**config.mk**
```make
export PLATFORM = sky130hd
export DESIGN_NAME = bsync_rx_framer
export DESIGN_NICKNAME = d
export VERILOG_FILES = /design/src/rtl/bsr_pkg.sv /design/src/rtl/bsr_window.sv /design/src/rtl/bsr_assembler.sv /design/src/rtl/bsr_hold.sv /design/src/rtl/bsync_rx_framer.sv
export SDC_FILE = /design/constraint.sdc
export NUM_CORES = 1
export LEC_CHECK = 0
export BUFFER_PORTS_ARGS = -buffer_cell sky130_fd_sc_hd__buf_2
export CAP_MARGIN = 20
export CELL_PAD_IN_SITES_DETAIL_PLACEMENT = 0
export CELL_PAD_IN_SITES_GLOBAL_PLACEMENT = 1
export CORE_ASPECT_RATIO = 1.25
export CORE_MARGIN = 4
export CORE_UTILIZATION = 30
export CTS_BUF_LIST = sky130_fd_sc_hd__clkbuf_8 sky130_fd_sc_hd__clkbuf_16
export CTS_CLUSTER_DIAMETER = 100
export DETAILED_ROUTE_END_ITERATION = 12
export PLACE_DENSITY_LB_ADDON = 0.1
export REMOVE_ABC_BUFFERS = 1
export SLEW_MARGIN = 20
export SYNTH_ARGS = -nofsm -noshare
export SYNTH_HDL_FRONTEND = slang
export SYNTH_SLANG_ARGS = --single-unit
```
**constraint.sdc**
```tcl
create_clock -name clk -period 2.58 [get_ports clk]
set_input_delay 0.258 -clock clk [delete_from_list [all_inputs] [get_ports clk]]
set_output_delay 0.258 -clock clk [all_outputs]
set_load 0.005 [all_outputs]
```
**src/rtl/bsr_pkg.sv**
```systemverilog
package bsr_pkg;
    typedef enum logic [1:0] {
        ST_HUNT1 = 2'd0,
        ST_HUNT2 = 2'd1,
        ST_FRAME = 2'd2
    } bsr_state_e;
endpackage

```
**src/rtl/bsr_window.sv**
```systemverilog
module bsr_window #(
    parameter int DW = 8,
    parameter int LW = 4
) (
    input  logic          clk,
    input  logic          rst_n,
    input  logic          clr,
    input  logic          bit_valid,
    input  logic          bit_in,
    input  logic [LW-1:0] n_bits,
    output logic [DW-1:0] cand,
    output logic          full_nxt
);
    logic [DW-1:0] win_q;
    logic [DW-1:0] win_nxt;
    logic [LW-1:0] fill_q;
    logic [LW-1:0] fill_nxt;

    always_comb begin
        win_nxt  = {bit_in, win_q[DW-1:1]};
        cand     = win_nxt >> (LW'(DW) - n_bits);
        fill_nxt = (fill_q == LW'(DW)) ? fill_q : fill_q + LW'(1);
        full_nxt = (fill_nxt >= n_bits);
    end

    always_ff @(posedge clk or negedge rst_n) begin
        if (!rst_n) begin
            win_q  <= '0;
            fill_q <= '0;
        end else if (clr) begin
            win_q  <= '0;
            fill_q <= '0;
        end else if (bit_valid) begin
            win_q  <= win_nxt;
            fill_q <= fill_nxt;
        end
    end

    // window fill never exceeds the window width
    a_r2_fill_bound: assert property (@(posedge clk) disable iff (!rst_n)
        fill_q <= LW'(DW));
endmodule

```
**src/rtl/bsr_assembler.sv**
```systemverilog
module bsr_assembler #(
    parameter int DW = 8,
    parameter int LW = 4
) (
    input  logic          clk,
    input  logic          rst_n,
    input  logic          clr,
    input  logic          en,
    input  logic          bit_in,
    input  logic [LW-1:0] n_bits,
    input  logic          par_en,
    input  logic          par_even,
    output logic          char_done,
    output logic [DW-1:0] char_data,
    output logic          char_perr
);
    logic [LW-1:0] cnt_q;
    logic [DW-1:0] acc_q;
    logic [DW-1:0] acc_nxt;
    logic          last_bit;
    logic          odd_sum;

    always_comb begin
        acc_nxt = acc_q;
        if (cnt_q < n_bits) begin
            acc_nxt = acc_q | (DW'(bit_in) << cnt_q);
        end
        last_bit = par_en ? (cnt_q == n_bits) : (cnt_q == n_bits - LW'(1));
        odd_sum  = (^acc_q) ^ bit_in;
    end

    always_ff @(posedge clk or negedge rst_n) begin
        if (!rst_n) begin
            cnt_q     <= '0;
            acc_q     <= '0;
            char_done <= 1'b0;
            char_data <= '0;
            char_perr <= 1'b0;
        end else begin
            char_done <= 1'b0;
            if (clr) begin
                cnt_q <= '0;
                acc_q <= '0;
            end else if (en) begin
                if (last_bit) begin
                    char_done <= 1'b1;
                    char_data <= acc_nxt;
                    char_perr <= par_en && (par_even ? odd_sum : !odd_sum);
                    cnt_q     <= '0;
                    acc_q     <= '0;
                end else begin
                    cnt_q <= cnt_q + LW'(1);
                    acc_q <= acc_nxt;
                end
            end
        end
    end

    // no parity error is reported when parity is disabled
    a_r6_no_perr_without_parity: assert property (@(posedge clk) disable iff (!rst_n)
        (en && !clr && !par_en) |=> !(char_done && char_perr));
endmodule

```
**src/rtl/bsr_hold.sv**
```systemverilog
module bsr_hold #(
    parameter int DW = 8
) (
    input  logic          clk,
    input  logic          rst_n,
    input  logic          char_done,
    input  logic [DW-1:0] char_data,
    input  logic          char_perr,
    input  logic          data_rd,
    input  logic          err_clr,
    output logic          rx_ready,
    output logic [DW-1:0] rx_data,
    output logic          par_err,
    output logic          ovr_err
);
    always_ff @(posedge clk or negedge rst_n) begin
        if (!rst_n) begin
            rx_ready <= 1'b0;
            rx_data  <= '0;
            par_err  <= 1'b0;
            ovr_err  <= 1'b0;
        end else begin
            if (err_clr) begin
                par_err <= 1'b0;
                ovr_err <= 1'b0;
            end
            if (data_rd) begin
                rx_ready <= 1'b0;
            end
            if (char_done) begin
                rx_data  <= char_data;
                rx_ready <= 1'b1;
                if (rx_ready) begin
                    ovr_err <= 1'b1;
                end
                if (char_perr) begin
                    par_err <= 1'b1;
                end
            end
        end
    end

    // completing into a full register raises overrun
    a_r7_overrun: assert property (@(posedge clk) disable iff (!rst_n)
        (char_done && rx_ready) |=> ovr_err);
    // a read without a new character empties the register
    a_r8_read_clears: assert property (@(posedge clk) disable iff (!rst_n)
        (data_rd && !char_done) |=> !rx_ready);
    // error clear without a new character drops both flags
    a_r8_err_clear: assert property (@(posedge clk) disable iff (!rst_n)
        (err_clr && !char_done) |=> (!par_err && !ovr_err));
    // ready only rises after a completed character
    a_r5_ready_source: assert property (@(posedge clk) disable iff (!rst_n)
        $rose(rx_ready) |-> $past(char_done));
endmodule

```
**src/rtl/bsync_rx_framer.sv**
```systemverilog
module bsync_rx_framer #(
    parameter int DW = 8,
    parameter int LW = 4
) (
    input  logic          clk,
    input  logic          rst_n,
    input  logic          bit_valid,
    input  logic          bit_in,
    input  logic [1:0]    char_len,
    input  logic          dual_sync,
    input  logic          par_en,
    input  logic          par_even,
    input  logic [7:0]    sync_a,
    input  logic [7:0]    sync_b,
    input  logic          hunt_cmd,
    input  logic          status_rd,
    input  logic          data_rd,
    input  logic          err_clr,
    output logic          hunting,
    output logic          syn_det,
    output logic          rx_ready,
    output logic [7:0]    rx_data,
    output logic          par_err,
    output logic          ovr_err
);
    import bsr_pkg::*;

    localparam int MIN_LEN = 5;

    bsr_state_e    state_q, state_d;
    logic [LW-1:0] cnt_q, cnt_d;
    logic [LW-1:0] n_bits;
    logic [DW-1:0] len_mask;
    logic [DW-1:0] cand;
    logic          full_nxt;
    logic          hit_a, hit_b;
    logic          sync_hit;
    logic          asm_en, asm_clr;
    logic          char_done, char_perr;
    logic [DW-1:0] char_data;

    always_comb begin
        n_bits   = LW'(MIN_LEN) + LW'(char_len);
        len_mask = {DW{1'b1}} >> (LW'(DW) - n_bits);
        hit_a    = full_nxt && (cand == (DW'(sync_a) & len_mask));
        hit_b    = (cand == (DW'(sync_b) & len_mask));
        asm_en   = bit_valid && (state_q == ST_FRAME) && !hunt_cmd;
        asm_clr  = hunt_cmd || (state_q != ST_FRAME);
    end

    bsr_window #(.DW(DW), .LW(LW)) u_window (
        .clk      (clk),
        .rst_n    (rst_n),
        .clr      (hunt_cmd),
        .bit_valid(bit_valid),
        .bit_in   (bit_in),
        .n_bits   (n_bits),
        .cand     (cand),
        .full_nxt (full_nxt)
    );

    bsr_assembler #(.DW(DW), .LW(LW)) u_asm (
        .clk      (clk),
        .rst_n    (rst_n),
        .clr      (asm_clr),
        .en       (asm_en),
        .bit_in   (bit_in),
        .n_bits   (n_bits),
        .par_en   (par_en),
        .par_even (par_even),
        .char_done(char_done),
        .char_data(char_data),
        .char_perr(char_perr)
    );

    bsr_hold #(.DW(DW)) u_hold (
        .clk      (clk),
        .rst_n    (rst_n),
        .char_done(char_done),
        .char_data(char_data),
        .char_perr(char_perr),
        .data_rd  (data_rd),
        .err_clr  (err_clr),
        .rx_ready (rx_ready),
        .rx_data  (rx_data),
        .par_err  (par_err),
        .ovr_err  (ovr_err)
    );

    // next-state logic
    always_comb begin
        state_d  = state_q;
        cnt_d    = cnt_q;
        sync_hit = 1'b0;
        if (hunt_cmd) begin
            state_d = ST_HUNT1;
            cnt_d   = '0;
        end else if (bit_valid) begin
            unique case (state_q)
                ST_HUNT1: begin
                    if (hit_a) begin
                        if (dual_sync) begin
                            state_d = ST_HUNT2;
                            cnt_d   = '0;
                        end else begin
                            state_d  = ST_FRAME;
                            sync_hit = 1'b1;
                        end
                    end
                end
                ST_HUNT2: begin
                    if (cnt_q == n_bits - LW'(1)) begin
                        cnt_d = '0;
                        if (hit_b) begin
                            state_d  = ST_FRAME;
                            sync_hit = 1'b1;
                        end else if (hit_a) begin
                            state_d = ST_HUNT2;
                        end else begin
                            state_d = ST_HUNT1;
                        end
                    end else begin
                        cnt_d = cnt_q + LW'(1);
                    end
                end
                ST_FRAME: begin
                    state_d = ST_FRAME;
                end
                default: begin
                    state_d = ST_HUNT1;
                end
            endcase
        end
    end

    // state register
    always_ff @(posedge clk or negedge rst_n) begin
        if (!rst_n) begin
            state_q <= ST_HUNT1;
            cnt_q   <= '0;
        end else begin
            state_q <= state_d;
            cnt_q   <= cnt_d;
        end
    end

    // outputs
    always_ff @(posedge clk or negedge rst_n) begin
        if (!rst_n) begin
            syn_det <= 1'b0;
        end else begin
            if (status_rd) begin
                syn_det <= 1'b0;
            end
            if (sync_hit) begin
                syn_det <= 1'b1;
            end
        end
    end

    assign hunting = (state_q != ST_FRAME);

    // sync detection coincides with leaving hunt
    a_r3_syndet_leaves_hunt: assert property (@(posedge clk) disable iff (!rst_n)
        $rose(syn_det) |-> !hunting);
    // in dual mode the first state never jumps straight to framing
    a_r4_dual_two_steps: assert property (@(posedge clk) disable iff (!rst_n)
        (state_q == ST_HUNT1 && dual_sync) |=> (state_q != ST_FRAME));
    // a hunt command always re-arms the search
    a_r9_hunt_rearm: assert property (@(posedge clk) disable iff (!rst_n)
        hunt_cmd |=> hunting);
    // status read without a new detection clears the flag
    a_r8_status_clear: assert property (@(posedge clk) disable iff (!rst_n)
        (status_rd && !sync_hit) |=> !syn_det);
endmodule

```
==> impl_metrics.yaml <==
outcome:
  status: "finished clean"
global_routing:
  overflow: 0
  track_usage: 0.1528
  grt.met1_usage: 0.1916
  grt_use_met3: 0.02227
  grt_busiest_layer: "met2"
  antenna_found_initial: 0
  grt_pass1_vias: 3163
  grt_pass1_wl_um: 16640
  grt_use_met2: 0.2721
  grt_max_degree: 25
yosys:
  yosys_warnings: 0
  ys_seq_area_frac: 0.3574
  synthFlopType: "dfrtp_1"
  synth.avg_cell_area_um2: 8.995
  synthArstFlopShare: 1.000
  synth.distinct_cells: 62
  netlist_instances: 397
  syn_area_mm2: 0.003571
  synth_seq_cells: 51
  synth_edf_count: 0
floorplanning:
  die_w_um: 105.6
  coreArea_mm2: 0.01162
  io_pins: 42
  die-area_mm2: 0.01372
  die_h_um: 130.0
  fp-row-count: 44
  start_util: 0.3074
worst_hold_path:
  hold_path_class: "in2reg"
  hp-start: "err_clr"
route:
  vias: 3070
  viasPerCell: 4.889
  dr.pass1.iters: 4
  routedWlPerCell_um: 15.68
  drc: 0
  ant_nets: 0
  wl_um: 9845
  dr.first_iter.drc_count: 99
final_layout:
  antennaDiodeCount: 0
  final_cell_mix: "50 x dfrtp_1, 44 x nor2_1, 42 x buf_4"
  final_layout_size_suffix_gt1_frac: 0.2548
  layout_commonest_cell: "dfrtp_1"
  syn_to_final_growth_pct: 24.04
  layout.cells.non_filler: 628
  fin_nets: 508
placed_design:
  io_buffers: 41
  routabilityCongestion: 0.8154
  placedCellCount: 617
  hpwl_um: 7789
  post-place-ws_ns: -0.3745
power:
  p_per_area_mw_per_mm2: 442.4
  pwr-share-seq: 0.429
  p_leak_nw: 2.031
  internal-power_w: 0.001397
  p_clk_frac: 0.359
  p_comb_frac: 0.212
  ir_drop_uv: 254.4
  power_switching_w: 0.0005625
  p_sw_frac: 0.2871
critical_path:
  endpoint_kind: "flop"
  reg2reg_from: "u_window.win_q[7]"
  crit_path_max_fanout: 12
  critPathRequiredTime_ns: 2.77
  crit_path_start_kind: "input port"
  worst-path-buf-inv: 2
  worstPathArrival_ns: 2.62
  path_class: "in2reg"
  cpMaxStageDelayCell: "or4_4"
  cp_top_family: "simple AND/OR/NAND/NOR gates"
  crit_path_start: "char_len[0]"
  path_cells: "buf_2 > buf_4 > ha_4 > xnor2_4 > mux2_2 > nand4_1 > xnor2_2 > or4_4 > nor3_4 > o32ai_1 > a21o_1"
  max_stage_delay_ns: 0.56
  regToRegSetupSlack_ns: 0.18
sta:
  clock.fmax_mhz: 411.7
  fin_crit_sh: 0.9414
  slew_headroom: 0.6238
  finalHoldViolCount: 0
  rsz0062_at_grt: "no"
  finalSetupViolCount: 0
  tightest_slew_ns: 0.5644
  setup_ws_ns: 0.1512
  final_max_slew_viol_count: 0
  skew_ns: 0.007443
  holdWs_ns: 0.1462
  period_minus_slack_ns: 2.429
clocking:
  clk_latency_ns: 0.29
  cts_max_path_buffers: 2
  cts-root-buf: "clkbuf_16"
  cts_tree: "built"
  path_clk_slew_ns: 0.07
  cts-htree-levels: 2
  cts-buffers-inserted: 5
  clkSinkCount: 51
run:
  cap_violations: 0
-- repair_timing --
action	4_1_cts	5_1_grt
hold buffers	1	0
setup buffers	0	2
pin swaps	1	4
endpoints found under the setup margin	7	10
resized for setup	3	13
hold endpoints to repair	22	0
-- kinds of logic (layout without fill, tap and decap cells) --
group,after synthesis,after routing,share of synthesized area
adder cells (fa/ha/maj),13,13,0.04555
AND/OR/NAND/NOR,139,139,0.1966
XOR/XNOR,31,31,0.07814
flip-flops,51,51,0.3574
buffers and inverters,42,112,0.05851
multiplexers,29,29,0.1051
AO/OA/AOI/OAI,92,92,0.1587
-- sequential cells by signal (all words and copies together), names as in the netlist --
register and count:
u_asm.acc_q 8, u_asm.char_data 8, u_hold.rx_data 8, u_window.win_q 7, cnt_q 4, u_asm.cnt_q 4
u_window.fill_q 4, state_q 2, syn_det 1, u_asm.char_done 1, u_asm.char_perr 1, u_hold.ovr_err 1
u_hold.par_err 1, u_hold.rx_ready 1
-- synth_stat cells, drive strengths merged, types with 2 or more instances --
library cell	instances	area (µm²)
mux4	5	123.9
clkbuf	12	45.04
a21oi	33	165.2
nor2	45	168.9
nor3	5	30.03
xor2	5	43.79
dfrtp	51	1276
or4	2	18.77
o21ai	23	115.1
o2111ai	2	17.52
xnor2	26	235.2
and2	4	25.02
ha	13	162.7
nand3b	6	45.04
a21o	3	22.52
o22ai	2	12.51
nand2b	6	37.54
a31oi	6	37.54
and3	4	25.02
buf	11	92.59
inv	19	71.32
o211ai	3	22.52
or2	2	12.51
nand4	6	37.54
nor2b	5	31.28
nand2	33	123.9
mux2	9	101.4
mux2i	15	150.1
nor3b	7	57.55
nand3	8	40.04
a41oi	2	17.52
a211oi	3	22.52
-- power by group through the flow --
| stage | clock network (W) | logic (W) | registers, W |
|---|---|---|---|
| floorplan | 0 | 0.000210 | 0.000850 |
| global placement | 0 | 0.000392 | 0.000858 |
| detailed placement | 0 | 0.000392 | 0.000859 |
| CTS | 0.000731 | 0.000399 | 0.000843 |
| global route | 0.000771 | 0.000469 | 0.000845 |
| finish | 0.000703 | 0.000416 | 0.000841 |
-- metrics by stage --
step | instance area, µm² | TNS [ns] | utilization | power (W)
after global placement | 4160 | -3.768 | 0.3581 | 0.001250
after floorplan | 3433 | -0.8499 | - | 0.001061
final | 4429 | 0 | 0.3813 | 0.001959
after detailed placement | 4160 | -3.995 | 0.3581 | 0.001251
after global routing | 4429 | 0 | 0.3813 | 0.002084
after CTS | 4342 | 0 | 0.3738 | 0.001973
-- worst reg2reg max path, delay by kind of cell (launching register included) --
family	cells	cell delay [ns]
flip-flops	1	0.44
XOR/XNOR	1	0.09
AND/OR/NAND/NOR	4	1.05
multiplexers	1	0.26
buffers and inverters	1	0.19
AO/OA/AOI/OAI	2	0.26
-- worst paths after layout --
path / end / cells past startpoint
worst min-delay path: u_hold.ovr_err / 2
worst min register to register: u_asm.char_data[6] / 2
min in group asynchronous: u_asm.char_data[6] / 2
max in group asynchronous: u_window.win_q[1] / 3
worst max-delay path: cnt_q[1] / 11
worst max register to register: cnt_q[1] / 9
-- layout make-up --
cell class	count	area (µm²)
Sequential cell	51	1277
Clock buffer	6	138.9
Clock inverter	2	16.27
Timing Repair Buffer	85	550.5
Inverter	19	71.32
Multi-Input combinational cell	304	2173
Tap cell	161	201.4
Fill cell	1239	7187
-- routing by layer --
layer | vias to the layer above | wire length (µm)
met3 | 10 | 307
met1 | 1454 | 4359
li1 | 1545 | -
met4 | 0 | 166
met5 | - | 0
met2 | 61 | 5012
Power figures use the tool's default switching activity.
